File: src/rtl/busSeqPkg.sv
package busSeqPkg;

  typedef enum logic [2:0] {
    S_IDLE = 3'd0,
    S_T1   = 3'd1,
    S_T2   = 3'd2,
    S_T3   = 3'd3,
    S_TW   = 3'd4,
    S_T4   = 3'd5
  } busState_e;

  // strobes from control to datapath
  typedef struct packed {
    logic loadReq;    // take the request into the holding registers
    logic driveAddr;  // put address low part on shared lines
    logic driveData;  // put write word on shared lines
    logic captureRd;  // register the shared lines into read data
  } dpStrobe_t;

endpackage

File: src/rtl/busSeqCtrl.sv
module busSeqCtrl
  import busSeqPkg::*;
(
  input  logic      clk,
  input  logic      rst,
  input  logic      reqValid,
  input  logic      reqWrite,
  input  logic      ready,
  output dpStrobe_t strobes,
  output logic      reqReady,
  output logic      ale,
  output logic      rdN,
  output logic      wrN,
  output logic      done
);

  busState_e state;
  busState_e nextState;
  logic      isWrite;
  logic      strobeSpan;
  logic      sampleSlot;

  always_comb begin
    nextState = state;
    unique case (state)
      S_IDLE:  if (reqValid) nextState = S_T1;
      S_T1:    nextState = S_T2;
      S_T2:    nextState = S_T3;
      S_T3,
      S_TW:    nextState = ready ? S_T4 : S_TW;
      S_T4:    nextState = S_IDLE;
      default: nextState = S_IDLE;
    endcase
  end

  always_ff @(posedge clk) begin
    if (rst) begin
      state   <= S_IDLE;
      isWrite <= 1'b0;
    end else begin
      state <= nextState;
      if (state == S_IDLE && reqValid) isWrite <= reqWrite;
    end
  end

  assign strobeSpan = (state == S_T2) || (state == S_T3) || (state == S_TW);
  assign sampleSlot = (state == S_T3) || (state == S_TW);

  assign reqReady = (state == S_IDLE);
  assign ale      = (state == S_T1);
  assign rdN      = !(strobeSpan && !isWrite);
  assign wrN      = !(strobeSpan && isWrite);
  assign done     = (state == S_T4);

  always_comb begin
    strobes.loadReq   = (state == S_IDLE) && reqValid;
    strobes.driveAddr = (state == S_T1);
    strobes.driveData = isWrite && (strobeSpan || state == S_T4);
    strobes.captureRd = !isWrite && sampleSlot && ready;
  end

endmodule

File: src/rtl/busSeqDatapath.sv
module busSeqDatapath
  import busSeqPkg::*;
#(
  parameter int ADDR_W = 20,
  parameter int DATA_W = 16,
  localparam int HI_W  = ADDR_W - DATA_W
) (
  input  logic              clk,
  input  logic              rst,
  input  dpStrobe_t         strobes,
  input  logic [ADDR_W-1:0] reqAddr,
  input  logic              reqIsMem,
  input  logic [DATA_W-1:0] reqWdata,
  input  logic [DATA_W-1:0] adIn,
  output logic [DATA_W-1:0] adOut,
  output logic              adOe,
  output logic [HI_W-1:0]   addrHi,
  output logic              memIo,
  output logic [DATA_W-1:0] rdData
);

  logic [ADDR_W-1:0] addrReg;
  logic [DATA_W-1:0] wdataReg;
  logic              memIoReg;
  logic [DATA_W-1:0] rdDataReg;

  always_ff @(posedge clk) begin
    if (rst) begin
      addrReg   <= '0;
      wdataReg  <= '0;
      memIoReg  <= 1'b0;
      rdDataReg <= '0;
    end else begin
      if (strobes.loadReq) begin
        addrReg  <= reqAddr;
        wdataReg <= reqWdata;
        memIoReg <= reqIsMem;
      end
      if (strobes.captureRd) rdDataReg <= adIn;
    end
  end

  always_comb begin
    if (strobes.driveAddr)      adOut = addrReg[DATA_W-1:0];
    else if (strobes.driveData) adOut = wdataReg;
    else                        adOut = '0;
  end

  assign adOe   = strobes.driveAddr || strobes.driveData;
  assign addrHi = addrReg[ADDR_W-1:DATA_W];
  assign memIo  = memIoReg;
  assign rdData = rdDataReg;

endmodule

File: src/rtl/busSeqTop.sv
module busSeqTop
  import busSeqPkg::*;
#(
  parameter int ADDR_W = 20,
  parameter int DATA_W = 16,
  localparam int HI_W  = ADDR_W - DATA_W
) (
  input  logic              clk,
  input  logic              rst,
  input  logic              reqValid,
  output logic              reqReady,
  input  logic [ADDR_W-1:0] reqAddr,
  input  logic              reqIsMem,
  input  logic              reqWrite,
  input  logic [DATA_W-1:0] reqWdata,
  output logic [DATA_W-1:0] rdData,
  output logic              done,
  output logic              ale,
  output logic              rdN,
  output logic              wrN,
  output logic              memIo,
  output logic [HI_W-1:0]   addrHi,
  output logic [DATA_W-1:0] adOut,
  output logic              adOe,
  input  logic [DATA_W-1:0] adIn,
  input  logic              ready
);

  dpStrobe_t strobes;

  busSeqCtrl ctrl_i (
    .clk      (clk),
    .rst      (rst),
    .reqValid (reqValid),
    .reqWrite (reqWrite),
    .ready    (ready),
    .strobes  (strobes),
    .reqReady (reqReady),
    .ale      (ale),
    .rdN      (rdN),
    .wrN      (wrN),
    .done     (done)
  );

  busSeqDatapath #(
    .ADDR_W (ADDR_W),
    .DATA_W (DATA_W)
  ) dp_i (
    .clk      (clk),
    .rst      (rst),
    .strobes  (strobes),
    .reqAddr  (reqAddr),
    .reqIsMem (reqIsMem),
    .reqWdata (reqWdata),
    .adIn     (adIn),
    .adOut    (adOut),
    .adOe     (adOe),
    .addrHi   (addrHi),
    .memIo    (memIo),
    .rdData   (rdData)
  );

endmodule

File: config.mk
export PLATFORM = sky130hd
export DESIGN_NAME = busSeqTop
export DESIGN_NICKNAME = d
export VERILOG_FILES = /design/src/rtl/busSeqPkg.sv /design/src/rtl/busSeqCtrl.sv /design/src/rtl/busSeqDatapath.sv /design/src/rtl/busSeqTop.sv
export SDC_FILE = /design/constraint.sdc
export NUM_CORES = 1
export LEC_CHECK = 0
export CORE_UTILIZATION = 43
export DETAILED_ROUTE_END_ITERATION = 10
export GPL_ROUTABILITY_DRIVEN = 0
export PLACE_DENSITY = 0.79
export SYNTH_ARGS = -nofsm -noshare
export SYNTH_HDL_FRONTEND = slang
export SYNTH_HIERARCHICAL = 1
export SYNTH_SLANG_ARGS = --single-unit
File: constraint.sdc
create_clock -name clk -period 2.3 [get_ports clk]
set_clock_uncertainty 0.1 [all_clocks]
set_input_delay 0.345 -clock clk [delete_from_list [all_inputs] [get_ports clk]]
set_output_delay 0.345 -clock clk [all_outputs]
set_load 0.02 [all_outputs]
==> impl_results.html, run 1 <==
<table>
<tr><th>Metric</th><th>Value</th></tr>
<tr><th colspan="2">Critical path</th></tr>
<tr><td>Type of destination of the critical path</td><td>output port</td></tr>
<tr><td>Worst setup path class</td><td>reg -&gt; out</td></tr>
<tr><td>Critical Path Slowest Stage Cell</td><td>clkdlybuf4s50_1</td></tr>
<tr><td>Required time at the worst-slack endpoint</td><td>1.86 ns</td></tr>
<tr><td>Largest delay share family, worst path</td><td>buffers and inverters</td></tr>
<tr><td>Cell-by-cell trace of the critical path</td><td>nor3b_2, buf_12, clkdlybuf4s50_1</td></tr>
<tr><td>Endpoint of the worst-slack reg-to-reg timing path</td><td>dp_i/rdData[8]$_SDFFE_PP0P_</td></tr>
<tr><td>Reg-to-Reg Start</td><td>ctrl_i/state[2]$_SDFFE_PP0P_</td></tr>
<tr><td>Register-to-register setup slack</td><td>0.39 ns</td></tr>
<tr><td>Data arrival time of the worst path</td><td>1.77 ns</td></tr>
<tr><td>CP Buf/Inv Count</td><td>2</td></tr>
<tr><td>Critical Path Source Type</td><td>register</td></tr>
<tr><td>Slowest Stage Delay on Critical Path</td><td>0.62 ns</td></tr>
<tr><td>Cell count of the worst reg-to-reg path</td><td>7</td></tr>
<tr><td>Largest fanout on the critical path</td><td>34</td></tr>
<tr><th colspan="2">Floorplanning</th></tr>
<tr><td>Vertical die dimension</td><td>77.5 µm</td></tr>
<tr><td>Core Box Area</td><td>0.00551 mm²</td></tr>
<tr><td>Initial cell density of the core</td><td>44.5%</td></tr>
<tr><td>Die width</td><td>77.5 µm</td></tr>
<tr><td>Cell row count</td><td>27</td></tr>
<tr><td>Number of top-level design ports</td><td>101</td></tr>
<tr><td>Area of the die</td><td>0.00601 mm²</td></tr>
<tr><th colspan="2">Place</th></tr>
<tr><td>Count of buffers from port buffering</td><td>100</td></tr>
<tr><td>HPWL Detailed</td><td>3.83 mm</td></tr>
<tr><th colspan="2">STA</th></tr>
<tr><td>Worst relative slew slack</td><td>63.5%</td></tr>
<tr><td>Unrepaired setup endpoints after global routing</td><td>no</td></tr>
<tr><td>Worst Max-Slew Pin Slew</td><td>0.547 ns</td></tr>
<tr><td>Hold Vio Cnt, Final</td><td>0</td></tr>
<tr><td>Fmax</td><td>451 MHz</td></tr>
<tr><td>Worst Hold Slack</td><td>0.388 ns</td></tr>
<tr><td>Clock period minus final worst setup slack</td><td>2.22 ns</td></tr>
<tr><td>Final period util</td><td>96.4%</td></tr>
<tr><td>Final Max Tran Viols</td><td>0</td></tr>
<tr><td>Final setup violation count</td><td>0</td></tr>
<tr><th colspan="2">Global route</th></tr>
<tr><td>Total grt overflow</td><td>0</td></tr>
<tr><td>Total routing resource utilization after global routing</td><td>19.7%</td></tr>
<tr><td>First-pass GRT wire length</td><td>9.18 mm</td></tr>
<tr><td>Initial antenna violation count</td><td>0</td></tr>
<tr><td>Largest net degree at the start of global routing</td><td>35</td></tr>
<tr><td>Number of global-route vias before repair</td><td>1995</td></tr>
<tr><th colspan="2">Route</th></tr>
<tr><td>Number of DRC markers after the initial detailed-route iteration</td><td>72</td></tr>
<tr><td>Routed Wire Length</td><td>5.57 mm</td></tr>
<tr><td>DRC</td><td>0</td></tr>
<tr><td>Post-detailed-route wirelength per cell</td><td>12.9 µm</td></tr>
<tr><td>Detail-routed via count per cell</td><td>4.71</td></tr>
<tr><td>Via count of the routed design</td><td>2032</td></tr>
<tr><td>Number of search-and-repair iterations in the first detailed-routing pass</td><td>4</td></tr>
<tr><td>Final ANT Viol Nets</td><td>0</td></tr>
<tr><th colspan="2">Clock tree</th></tr>
<tr><td>CTS Sinks</td><td>57</td></tr>
<tr><td>Num CTS Buffers</td><td>9</td></tr>
<tr><td>Clock tree from TritonCTS</td><td>done</td></tr>
<tr><td>Clock latency reported for the late side of the worst-skew pair</td><td>0.32 ns</td></tr>
<tr><td>Maximum count of clock buffers along a single path</td><td>2</td></tr>
<tr><td>Clock-pin slew reported for the worst setup and hold paths after clock tree synthesis</td><td>0.07 ns</td></tr>
<tr><td>Root Buffer Master</td><td>clkbuf_8</td></tr>
<tr><td>H-tree lvl count</td><td>3</td></tr>
<tr><td>Setup bufs post-CTS</td><td>0</td></tr>
<tr><th colspan="2">Yosys</th></tr>
<tr><td>Number of distinct library cells after synthesis</td><td>27</td></tr>
<tr><td>Yosys Warn Count</td><td>6</td></tr>
<tr><td>Nets in the synthesized netlist</td><td>315</td></tr>
<tr><td>#FFs+latches synth</td><td>57</td></tr>
<tr><td>Mean area per synthesized cell</td><td>9.54 µm²</td></tr>
<tr><td>Synth Instances</td><td>257</td></tr>
<tr><td>Netlist area before placement</td><td>0.00245 mm²</td></tr>
<tr><td>Sequential-to-total area share from yosys stat</td><td>46.6%</td></tr>
<tr><th colspan="2">Power and ir drop</th></tr>
<tr><td>Maximum resistive drop on vdd</td><td>0.000508 V</td></tr>
<tr><td>Power per cell area</td><td>824 mW/mm²</td></tr>
<tr><td>Static leakage</td><td>0.00144 µW</td></tr>
<tr><td>Total power</td><td>3030 µW</td></tr>
<tr><th colspan="2">Layout</th></tr>
<tr><td>Number of diodes added for antenna fixing</td><td>0</td></tr>
<tr><td>Layout cells sized above 1</td><td>12.8%</td></tr>
<tr><td>Signed area change from the synthesized netlist to the final layout</td><td>50.2%</td></tr>
<tr><td>Filler Cell Count</td><td>466</td></tr>
<tr><td>Final net count</td><td>412</td></tr>
<tr><th colspan="2">Worst hold path</th></tr>
<tr><td>Worst min-delay path category</td><td>in -&gt; reg</td></tr>
<tr><td>HP Start</td><td>rst</td></tr>
<tr><td>Capture endpoint of the worst hold path</td><td>dp_i/rdData[13]$_SDFFE_PP0P_</td></tr>
<tr><td>Worst Hold Path Cells</td><td>2</td></tr>
<tr><th colspan="2">Outcome</th></tr>
<tr><td>Result of the run</td><td>completed</td></tr>
<tr><th colspan="2">Run</th></tr>
<tr><td>Number of max-cap violations</td><td>0</td></tr>
</table>
==> routing by layer <==
| layer | GRT usage [%] | up-vias | part of all wire (%) |
|---|---|---|---|
| met1 | 23.6 | 931 | 44 |
| met2 | 32.2 | 54 | 49 |
| li1 | - | 1037 | - |
| met3 | 4.82 | 10 | 5.2 |
| met4 | 10.8 | 0 | 2.0 |
| met5 | 0 | - | 0 |
==> registers in the layout (all words and copies together) (netlist names) <==
| signal | cells |
|---|---|
| dp_i/addrReg | 20 |
| dp_i/rdData | 16 |
| dp_i/wdataReg | 16 |
| ctrl_i/state | 3 |
| ctrl_i/isWrite | 1 |
| dp_i/memIo | 1 |
==> cell usage after synthesis, drive strengths merged <==
library cell	n	area, µm²
clkbuf	4	15.0
nor2b	2	15.0
xnor2	1	8.76
o21a	1	7.51
and3b	1	8.76
nor4b	1	23.8
dfxtp	57	1140
nor3	2	10.0
nand2	32	120
or2	1	6.26
buf	20	188
a21oi	2	13.8
o21bai	1	7.51
or3	1	6.26
o21ai	18	90.1
mux2i	54	541
nor3b	3	38.8
nor2	56	210
==> placed cells by master (no fill, tap or decap), types with 4 or more instances in the layout <==
| cell type | n |
|---|---|
| clkdlybuf4s50_1 | 80 |
| nor2_1 | 56 |
| dfxtp_1 | 56 |
| mux2i_1 | 54 |
| nand2_1 | 32 |
| o21ai_0 | 16 |
| clkbuf_8 | 9 |
| clkbuf_2 | 7 |
| buf_4 | 6 |
| bufinv_16 | 4 |
| buf_12 | 4 |
| buf_2 | 4 |
| clkdlybuf4s15_1 | 4 |
==> power by group <==
| group | switching, µW | internal, µW |
|---|---|---|
| Combinational | 317 | 350 |
| Clock | 407 | 831 |
| Sequential | 50.5 | 1080 |
| Total | 775 | 2260 |
==> what timing repair did <==
action                                  4_1_cts  5_1_grt
hold buffers                                  0        0
cloned                                        0        0
endpoints found under the setup margin       18       15
gates resized for setup                      37       24
==> area by class of cell <==
cell class / instances / area (µm²) / share of cell area [%]
timing repair buffer: 110 / 1070 / 29.1
clock inverter: 7 / 141 / 3.84
clock buffer: 9 / 124 / 3.37
tap: 72 / 90.1 / 2.45
sequential: 57 / 1140 / 31.0
multi-input combinational: 176 / 1110 / 30.2
==> worst max-delay path by stage <==
stage / start / to / slack, ns / depth (start not counted)
6_report: ctrl_i/state[2]$_SDFFE_PP0P_ / ale / 0.08 / 3
5_1_grt: ctrl_i/state[1]$_SDFFE_PP0P_ / adOut[9] / 0.001 / 6
4_1_cts: ctrl_i/state[2]$_SDFFE_PP0P_ / rdN / 0.03 / 4
3_5_place_dp: ctrl_i/state[1]$_SDFFE_PP0P_ / adOut[2] / -0.02 / 6
3_3_place_gp: ctrl_i/state[1]$_SDFFE_PP0P_ / adOut[2] / 0.06 / 6
2_1_floorplan: ctrl_i/state[0]$_SDFFE_PP0P_ / adOut[0] / 0.08 / 5
==> cell families (layout without fill, tap and decap cells) <==
logic type,after synthesis,after routing,share of synthesized area (%)
buffers and inverters,24,126,8.27
XOR/XNOR,1,1,0.357
multiplexers,54,54,22.1
flip-flops,57,57,46.6
AO/OA/AOI/OAI,22,22,4.85
AND/OR/NAND/NOR,99,99,17.9
==> metrics by stage <==
stage | TNS [ns] | std cells | cell area [µm²] | worst slack (ns) | util [%]
floorplan | 0 | 257 | 2450 | 0.0830 | -
global placement | 0 | 415 | 3460 | 0.0612 | 62.9
detailed placement | -0.0232 | 415 | 3460 | -0.0232 | 62.9
CTS | 0 | 431 | 3730 | 0.0274 | 67.7
global route | 0 | 431 | 3680 | 0.00132 | 66.8
finish | 0 | 431 | 3680 | 0.0836 | 66.8
No activity file was read; power rests on OpenSTA's default activity.
==> run 2, diff against run 1 <==
--- a/config.mk
+++ b/config.mk
@@ -5,6 +5,7 @@
 export SDC_FILE = /design/constraint.sdc
 export NUM_CORES = 1
 export LEC_CHECK = 0
+export CAP_MARGIN = 30
 export CORE_UTILIZATION = 43
 export DETAILED_ROUTE_END_ITERATION = 10
 export GPL_ROUTABILITY_DRIVEN = 0
==> results of run 2 <==
No change in the layout: final DEF, timing and power equal those of run 1.
